$ cat src/rtl/mrs_pkg.sv
package mrs_pkg;
  typedef enum logic [1:0] {
    ST_RUN  = 2'd0,
    ST_QUAL = 2'd1,
    ST_WIND = 2'd2,
    ST_HOLD = 2'd3
  } mrs_state_e;
endpackage

$ cat src/rtl/mrs_sync.sv
module mrs_sync #(
  parameter int W      = 1,
  parameter int STAGES = 2,
  parameter logic [W-1:0] RST_VAL = '0
) (
  input  logic         clk,
  input  logic         srst,
  input  logic [W-1:0] d,
  output logic [W-1:0] q
);
  logic [W-1:0] stg [STAGES];

  always_ff @(posedge clk) begin
    if (srst) stg[0] <= RST_VAL;
    else      stg[0] <= d;
  end

  generate
    for (genvar i = 1; i < STAGES; i++) begin : g_stage
      always_ff @(posedge clk) begin
        if (srst) stg[i] <= RST_VAL;
        else      stg[i] <= stg[i-1];
      end
    end
  endgenerate

  assign q = stg[STAGES-1];
endmodule

$ cat src/rtl/mrs_fsm.sv
module mrs_fsm
  import mrs_pkg::*;
#(
  parameter int MIN_WARM_CLKS = 2,
  parameter int WIND_CLKS     = 6
) (
  input  logic       clk,
  input  logic       srst,
  input  logic       pin_lo,
  input  logic       mode_hi,
  input  logic       access_done,
  output mrs_state_e st_q,
  output mrs_state_e st_nxt,
  output logic       take_cold,
  output logic       take_warm,
  output logic       leave_rst
);
  localparam int QW = $clog2(MIN_WARM_CLKS + 1);
  localparam int WW = $clog2(WIND_CLKS + 1);
  localparam logic [QW-1:0] Q_LAST = QW'(MIN_WARM_CLKS - 1);
  localparam logic [WW-1:0] W_LAST = WW'(WIND_CLKS - 1);

  logic [QW-1:0] qcnt, qcnt_n;
  logic [WW-1:0] wcnt, wcnt_n;

  always_comb begin
    st_nxt = st_q;
    qcnt_n = qcnt;
    wcnt_n = wcnt;
    case (st_q)
      ST_RUN: begin
        if (pin_lo) begin
          if (!mode_hi) begin
            st_nxt = ST_HOLD;
          end else if (MIN_WARM_CLKS <= 1) begin
            st_nxt = ST_WIND;
            wcnt_n = '0;
          end else begin
            st_nxt = ST_QUAL;
            qcnt_n = QW'(1);
          end
        end
      end
      ST_QUAL: begin
        if (!pin_lo) begin
          st_nxt = ST_RUN;
        end else if (qcnt == Q_LAST) begin
          st_nxt = ST_WIND;
          wcnt_n = '0;
        end else begin
          qcnt_n = qcnt + QW'(1);
        end
      end
      ST_WIND: begin
        if (access_done || wcnt == W_LAST) st_nxt = ST_HOLD;
        else                               wcnt_n = wcnt + WW'(1);
      end
      default: begin
        if (!pin_lo) st_nxt = ST_RUN;
      end
    endcase
  end

  always_ff @(posedge clk) begin
    if (srst) begin
      st_q <= ST_HOLD;
      qcnt <= '0;
      wcnt <= '0;
    end else begin
      st_q <= st_nxt;
      qcnt <= qcnt_n;
      wcnt <= wcnt_n;
    end
  end

  assign take_cold = (st_q == ST_RUN) && pin_lo && !mode_hi;
  assign take_warm = (st_nxt == ST_WIND) && (st_q != ST_WIND);
  assign leave_rst = (st_q == ST_HOLD) && (st_nxt == ST_RUN);
endmodule

$ cat src/rtl/mrs_pd_ctl.sv
module mrs_pd_ctl
  import mrs_pkg::*;
(
  input  logic       clk,
  input  logic       srst,
  input  mrs_state_e st_q,
  input  logic       pd_arm,
  input  logic       leave_rst,
  output logic       pd_bit
);
  always_ff @(posedge clk) begin
    if (srst || leave_rst)                 pd_bit <= 1'b0;
    else if (pd_arm && st_q == ST_RUN)     pd_bit <= 1'b1;
  end
endmodule

$ cat src/rtl/mrs_reset_seq.sv
module mrs_reset_seq
  import mrs_pkg::*;
#(
  parameter int MIN_WARM_CLKS = 2,
  parameter int WIND_CLKS     = 6,
  parameter int SYNC_STAGES   = 2,
  parameter int CFG_W         = 16,
  parameter int ADDR_W        = 24,
  parameter logic [ADDR_W-1:0] RESET_VECTOR = '0
) (
  input  logic              clk,
  input  logic              srst,
  input  logic              rst_in_n,
  input  logic              mode_warm,
  input  logic              access_done,
  input  logic              pd_arm,
  input  logic [CFG_W-1:0]  cfg_port,
  output logic              core_rst,
  output logic              rst_out_n,
  output logic              io_hiz,
  output logic              bus_abort,
  output logic              rst_pd_en,
  output logic [CFG_W-1:0]  cfg_word,
  output logic [ADDR_W-1:0] restart_addr,
  output logic              boot_start,
  output logic              cause_cold,
  output logic              cause_warm
);
  logic [1:0] pins_s;
  mrs_state_e st_q, st_nxt;
  logic take_cold, take_warm, leave_rst, pd_bit;
  logic in_rst_n, warm_n;

  mrs_sync #(.W(2), .STAGES(SYNC_STAGES), .RST_VAL(2'b00)) u_sync (
    .clk (clk),
    .srst(srst),
    .d   ({rst_in_n, mode_warm}),
    .q   (pins_s)
  );

  mrs_fsm #(.MIN_WARM_CLKS(MIN_WARM_CLKS), .WIND_CLKS(WIND_CLKS)) u_fsm (
    .clk        (clk),
    .srst       (srst),
    .pin_lo     (!pins_s[1]),
    .mode_hi    (pins_s[0]),
    .access_done(access_done),
    .st_q       (st_q),
    .st_nxt     (st_nxt),
    .take_cold  (take_cold),
    .take_warm  (take_warm),
    .leave_rst  (leave_rst)
  );

  mrs_pd_ctl u_pd (
    .clk      (clk),
    .srst     (srst),
    .st_q     (st_q),
    .pd_arm   (pd_arm),
    .leave_rst(leave_rst),
    .pd_bit   (pd_bit)
  );

  assign in_rst_n = (st_nxt == ST_WIND) || (st_nxt == ST_HOLD);
  assign warm_n   = take_warm ? 1'b1 : (take_cold ? 1'b0 : cause_warm);

  always_ff @(posedge clk) begin
    if (srst) begin
      core_rst     <= 1'b1;
      rst_out_n    <= 1'b0;
      io_hiz       <= 1'b1;
      bus_abort    <= 1'b1;
      rst_pd_en    <= 1'b0;
      cause_cold   <= 1'b1;
      cause_warm   <= 1'b0;
      cfg_word     <= '0;
      restart_addr <= '0;
      boot_start   <= 1'b0;
    end else begin
      core_rst   <= (st_nxt == ST_HOLD);
      rst_out_n  <= !in_rst_n;
      io_hiz     <= in_rst_n;
      bus_abort  <= in_rst_n;
      rst_pd_en  <= in_rst_n && warm_n && pd_bit;
      boot_start <= leave_rst;
      if (take_cold) begin
        cause_cold <= 1'b1;
        cause_warm <= 1'b0;
      end else if (take_warm) begin
        cause_cold <= 1'b0;
        cause_warm <= 1'b1;
      end
      if (leave_rst) begin
        cfg_word     <= cfg_port;
        restart_addr <= RESET_VECTOR;
      end
    end
  end
endmodule

$ cat config.mk
export PLATFORM = sky130hd
export DESIGN_NAME = mrs_reset_seq
export DESIGN_NICKNAME = d
export VERILOG_FILES = /design/src/rtl/mrs_pkg.sv /design/src/rtl/mrs_sync.sv /design/src/rtl/mrs_fsm.sv /design/src/rtl/mrs_pd_ctl.sv /design/src/rtl/mrs_reset_seq.sv
export SDC_FILE = /design/constraint.sdc
export NUM_CORES = 1
export LEC_CHECK = 0
export BUFFER_PORTS_ARGS = -buffer_cell sky130_fd_sc_hd__buf_2
export CAP_MARGIN = 20
export CORE_ASPECT_RATIO = 1.75
export CORE_MARGIN = 5
export CORE_UTILIZATION = 41
export CTS_CLUSTER_SIZE = 28
export DETAILED_ROUTE_END_ITERATION = 16
export PLACE_DENSITY = 0.75
export SLEW_MARGIN = 20
export SYNTH_ARGS = -nofsm -noshare
export SYNTH_HDL_FRONTEND = slang
export SYNTH_SLANG_ARGS = --single-unit
$ cat constraint.sdc
create_clock -name clk -period 1.2 [get_ports clk]
set_input_delay 0.12 -clock clk [delete_from_list [all_inputs] [get_ports clk]]
set_output_delay 0.12 -clock clk [all_outputs]
set_load 0.01 [all_outputs]
==> summary.md <==
| Metric | Value |
|---|---|
| Status | finished with violations |
| Failing checks | setup timing |
| Synth top area cells | dfxtp_1, buf_4, a22o_1 |
| Crit path buf inv count | 1 |
| Core Region | 3590 µm² |
| Crit path time final | 1.27 ns |
| Clock share of power | 39.6% |
| Crit-path max cell delay | 0.35 ns |
| Clock Latency Late Sink | 0.29 ns |
| Switch share | 24.1% |
| Register area share after synthesis | 46.8% |
| Worst hold path endpoint | cfg_word[6]$_SDFFE_PP0P_ |
| Area share of the largest cell type after synthesis | 46.8% |
| Pre-antenna DRT Iters | 4 |
| Filler cells | 319 |
| Vias per inst | 4.79 |
| Hold Path Origin | cfg_port[6] |
| Synth Register Bits | 35 |
| Worst path cell trace | inv_2 > ha_2 > a21o_1 > nor2b_4 > or3_1 |
| Design area | 2100 µm² |
| Initial Utilization | 41.7% |
| Largest area contributor in the netlist | dfxtp_1 |
| Area Growth Syn to Fin | 39.9% |
| Crit start category | flip-flop |
| Max clock buf depth | 2 |
| Vias in the first global route | 1187 |
| Final Cycle Share | 106% |
| Yosys warns | 0 |
| Commonest non-fill, non-tap cell in the layout | buf_2 |
| Flop pwr share | 46.8% |
| Cell internal pwr | 2000 µW |
| Setup Skew | 0.00786 ns |
| Critical Path RT | 1.37 ns |
| Antenna viol nets, final | 0 |
| Slowest CP cell | dfxtp_2 |
| GPL Wtd Cong | 0.829 |
| Buffers added on ports | 45 |
| First-pass GRT wire length | 5.45 mm |
| Inserted Diodes | 0 |
| Power share of the combinational group | 13.6% |
| Pwr per Cell Area | 1260 nW/µm² |
| R2r setup slk | -0.07 ns |
| R2R Path Start | u_fsm.wcnt[1]$_SDFFE_PP0P_ |
| Sw Pwr | 635 µW |
| Reg2Reg Depth | 5 |
| # hold bufs at CTS | 0 |
| Pin count of the biggest net entering global routing | 18 |
| Hold Path Class | in -> reg |
| Maximum vdd drop | 1.03 mV |
| Vias | 1250 |
| Library cells used by synthesis | 37 |
| Worst Hold Path Cells | 2 |
| Hold slack | 0.0352 ns |
| Setup WS post-layout | -0.0723 ns |
| Clock root cell | clkbuf_8 |
| Arr. time, crit path | 1.44 ns |
| Pleak | 0.000970 µW |
| CP Capture Type | flip-flop |
| Reg-to-reg endpoint | u_fsm.st_q[0]$_SDFF_PP1_ |
| TritonCTS Sinks | 35 |
| Initial DRC Count | 10 |
| Die area | 5010 µm² |
| Total of max-cap violations | 0 |
| WL final | 3.64 mm |
| Setup WS pre-CTS | -0.116 ns |
| Unrepaired setup endpoints after global routing | yes |
| # IOs | 70 |
| HPWL after DPL | 2.38 mm |
| Crit Path Max Fanout | 5 |
| Mapped Cells | 147 |
| Die width | 55.7 µm |
| Worst-path clk slew | 0.08 ns |
| Count of pins over their slew limit | 0 |
| Wire per inst | 13.9 µm |
| FFs w/ async S/R, synth | 0% |
| DRC Markers | 0 |
| Die height | 90.0 µm |
| Total gr overflow | 0 |
| Syn Std Cell Area | 1500 µm² |
| Row Count | 29 |
| Fraction of layout cells with a size suffix above 1 | 49.8% |
| GR Util All Layers | 13.9% |
| Worst path top cell family by delay | simple AND/OR/NAND/NOR gates |
| Most common flop cell mapped by yosys | dfxtp_1 |
| Placed cell area | 1790 µm² |
| CTS Buf Count | 5 |
| Number of enable flip-flop cells after synthesis | 0 |
| Nets@finish | 239 |
| Initial antenna violation count | 0 |
| Final hold vios | 0 |
| WS Path Type | reg -> reg |
| Avg Inst Size Synth | 10.2 µm² |
| H-tree Lvls | 2 |
| Final Setup Violations | 6 |
| Most frequent cells in the layout | buf_2, dfxtp_1, conb_1, buf_4, a22o_1 |
| F_max | 786 MHz |
| TritonCTS clock tree | built |
-- power by group through the flow --
stage                     logic (µW)  registers, µW  clock network [µW]
after global placement           278           1250                   0
final                            357           1230                1040
after floorplan                  213           1260                   0
after CTS                        311           1230                1070
after global routing             384           1230                1110
after detailed placement         283           1260                   0
-- worst reg2reg max path, delay by kind of cell (launching register included) --
kind / cells / cell delay [ns]
AO/OA/AOI/OAI: 1 / 0.20
adder cells (fa/ha/maj): 1 / 0.15
buffers and inverters: 1 / 0.03
flip-flops: 1 / 0.35
AND/OR/NAND/NOR: 2 / 0.43
-- Yosys cell counts (all sizes together) (2+ instances only) --
cell type	n
nor2b	6
dfxtp	35
a21boi	2
inv	5
o211ai	2
ha	3
clkbuf	2
a311o	2
or3	4
nand2	3
a22o	16
nand2b	5
a31oi	3
nor2	4
buf	30
a21oi	8
-- registers in the layout (all words and copies together) (netlist names) --
register / cells
cause_warm: 1
u_fsm.qcnt: 2
u_fsm.wcnt: 3
rst_out_n: 1
rst_pd_en: 1
cfg_word: 16
core_rst: 1
cause_cold: 1
u_pd.pd_bit: 1
bus_abort: 1
u_sync.stg: 4
u_fsm.st_q: 2
boot_start: 1
-- layout make-up --
cell class	count	area (µm²)	share of cell area, %
Sequential cell	35	717	34.2
Clock buffer	5	68.8	3.28
Inverter	6	23.8	1.13
Clock inverter	3	43.8	2.09
Tap cell	46	57.6	2.75
Multi-Input combinational cell	97	739	35.3
Timing Repair Buffer	69	445	21.3
-- per-layer routing --
metal / vias to the layer above / global-route usage [%] / part of all wire [%]
met2: 55 / 25.0 / 54
met4: 0 / 7.91 / 3.8
met5: - / 0 / 0
met3: 13 / 3.72 / 6.4
met1: 578 / 13.8 / 36
li1: 604 / - / -
-- per-stage QoR --
step	instances	TNS, ns	utilization, %	total power (µW)
after global routing	261	-0.635	58.3	2730
after floorplan	170	-0.0337	-	1480
final	261	-0.242	58.3	2630
after global placement	245	-0.572	49.8	1530
after CTS	258	-0.268	55.7	2610
after detailed placement	245	-0.932	49.8	1540
-- worst max-delay path by stage --
| stage | start | to | slack [ns] | cells after the start |
|---|---|---|---|---|
| global placement | u_fsm.st_q[0]$_SDFF_PP1_ | u_fsm.st_q[0]$_SDFF_PP1_ | -0.10 | 3 |
| global route | u_fsm.wcnt[1]$_SDFFE_PP0P_ | u_fsm.st_q[0]$_SDFF_PP1_ | -0.12 | 5 |
| finish | u_fsm.wcnt[1]$_SDFFE_PP0P_ | u_fsm.st_q[0]$_SDFF_PP1_ | -0.07 | 5 |
| floorplan | u_fsm.wcnt[1]$_SDFFE_PP0P_ | u_fsm.st_q[0]$_SDFF_PP1_ | -0.02 | 5 |
| detailed placement | u_fsm.st_q[0]$_SDFF_PP1_ | u_fsm.st_q[0]$_SDFF_PP1_ | -0.12 | 3 |
| CTS | u_fsm.wcnt[1]$_SDFFE_PP0P_ | u_fsm.st_q[0]$_SDFF_PP1_ | -0.07 | 5 |
-- timing repair --
action	4_1_cts	5_1_grt
gates resized for setup	15	19
setup buffers	5	4
pin swaps	5	9
endpoints found under the setup margin	28	25
cloned	0	0
-- logic make-up (layout without fill, tap and decap cells) --
logic type      count (synthesis)  count (layout)  share of synthesized area [%]
compound gates                 38              38                           19.7
buf+inv                        38              83                           16.9
flops                          35              35                           46.8
simple gates                   32              32                           13.9
fa+ha+maj                       3               3                           2.51
other cells                     1              24                          0.250
(Power assumes the default switching activity.)
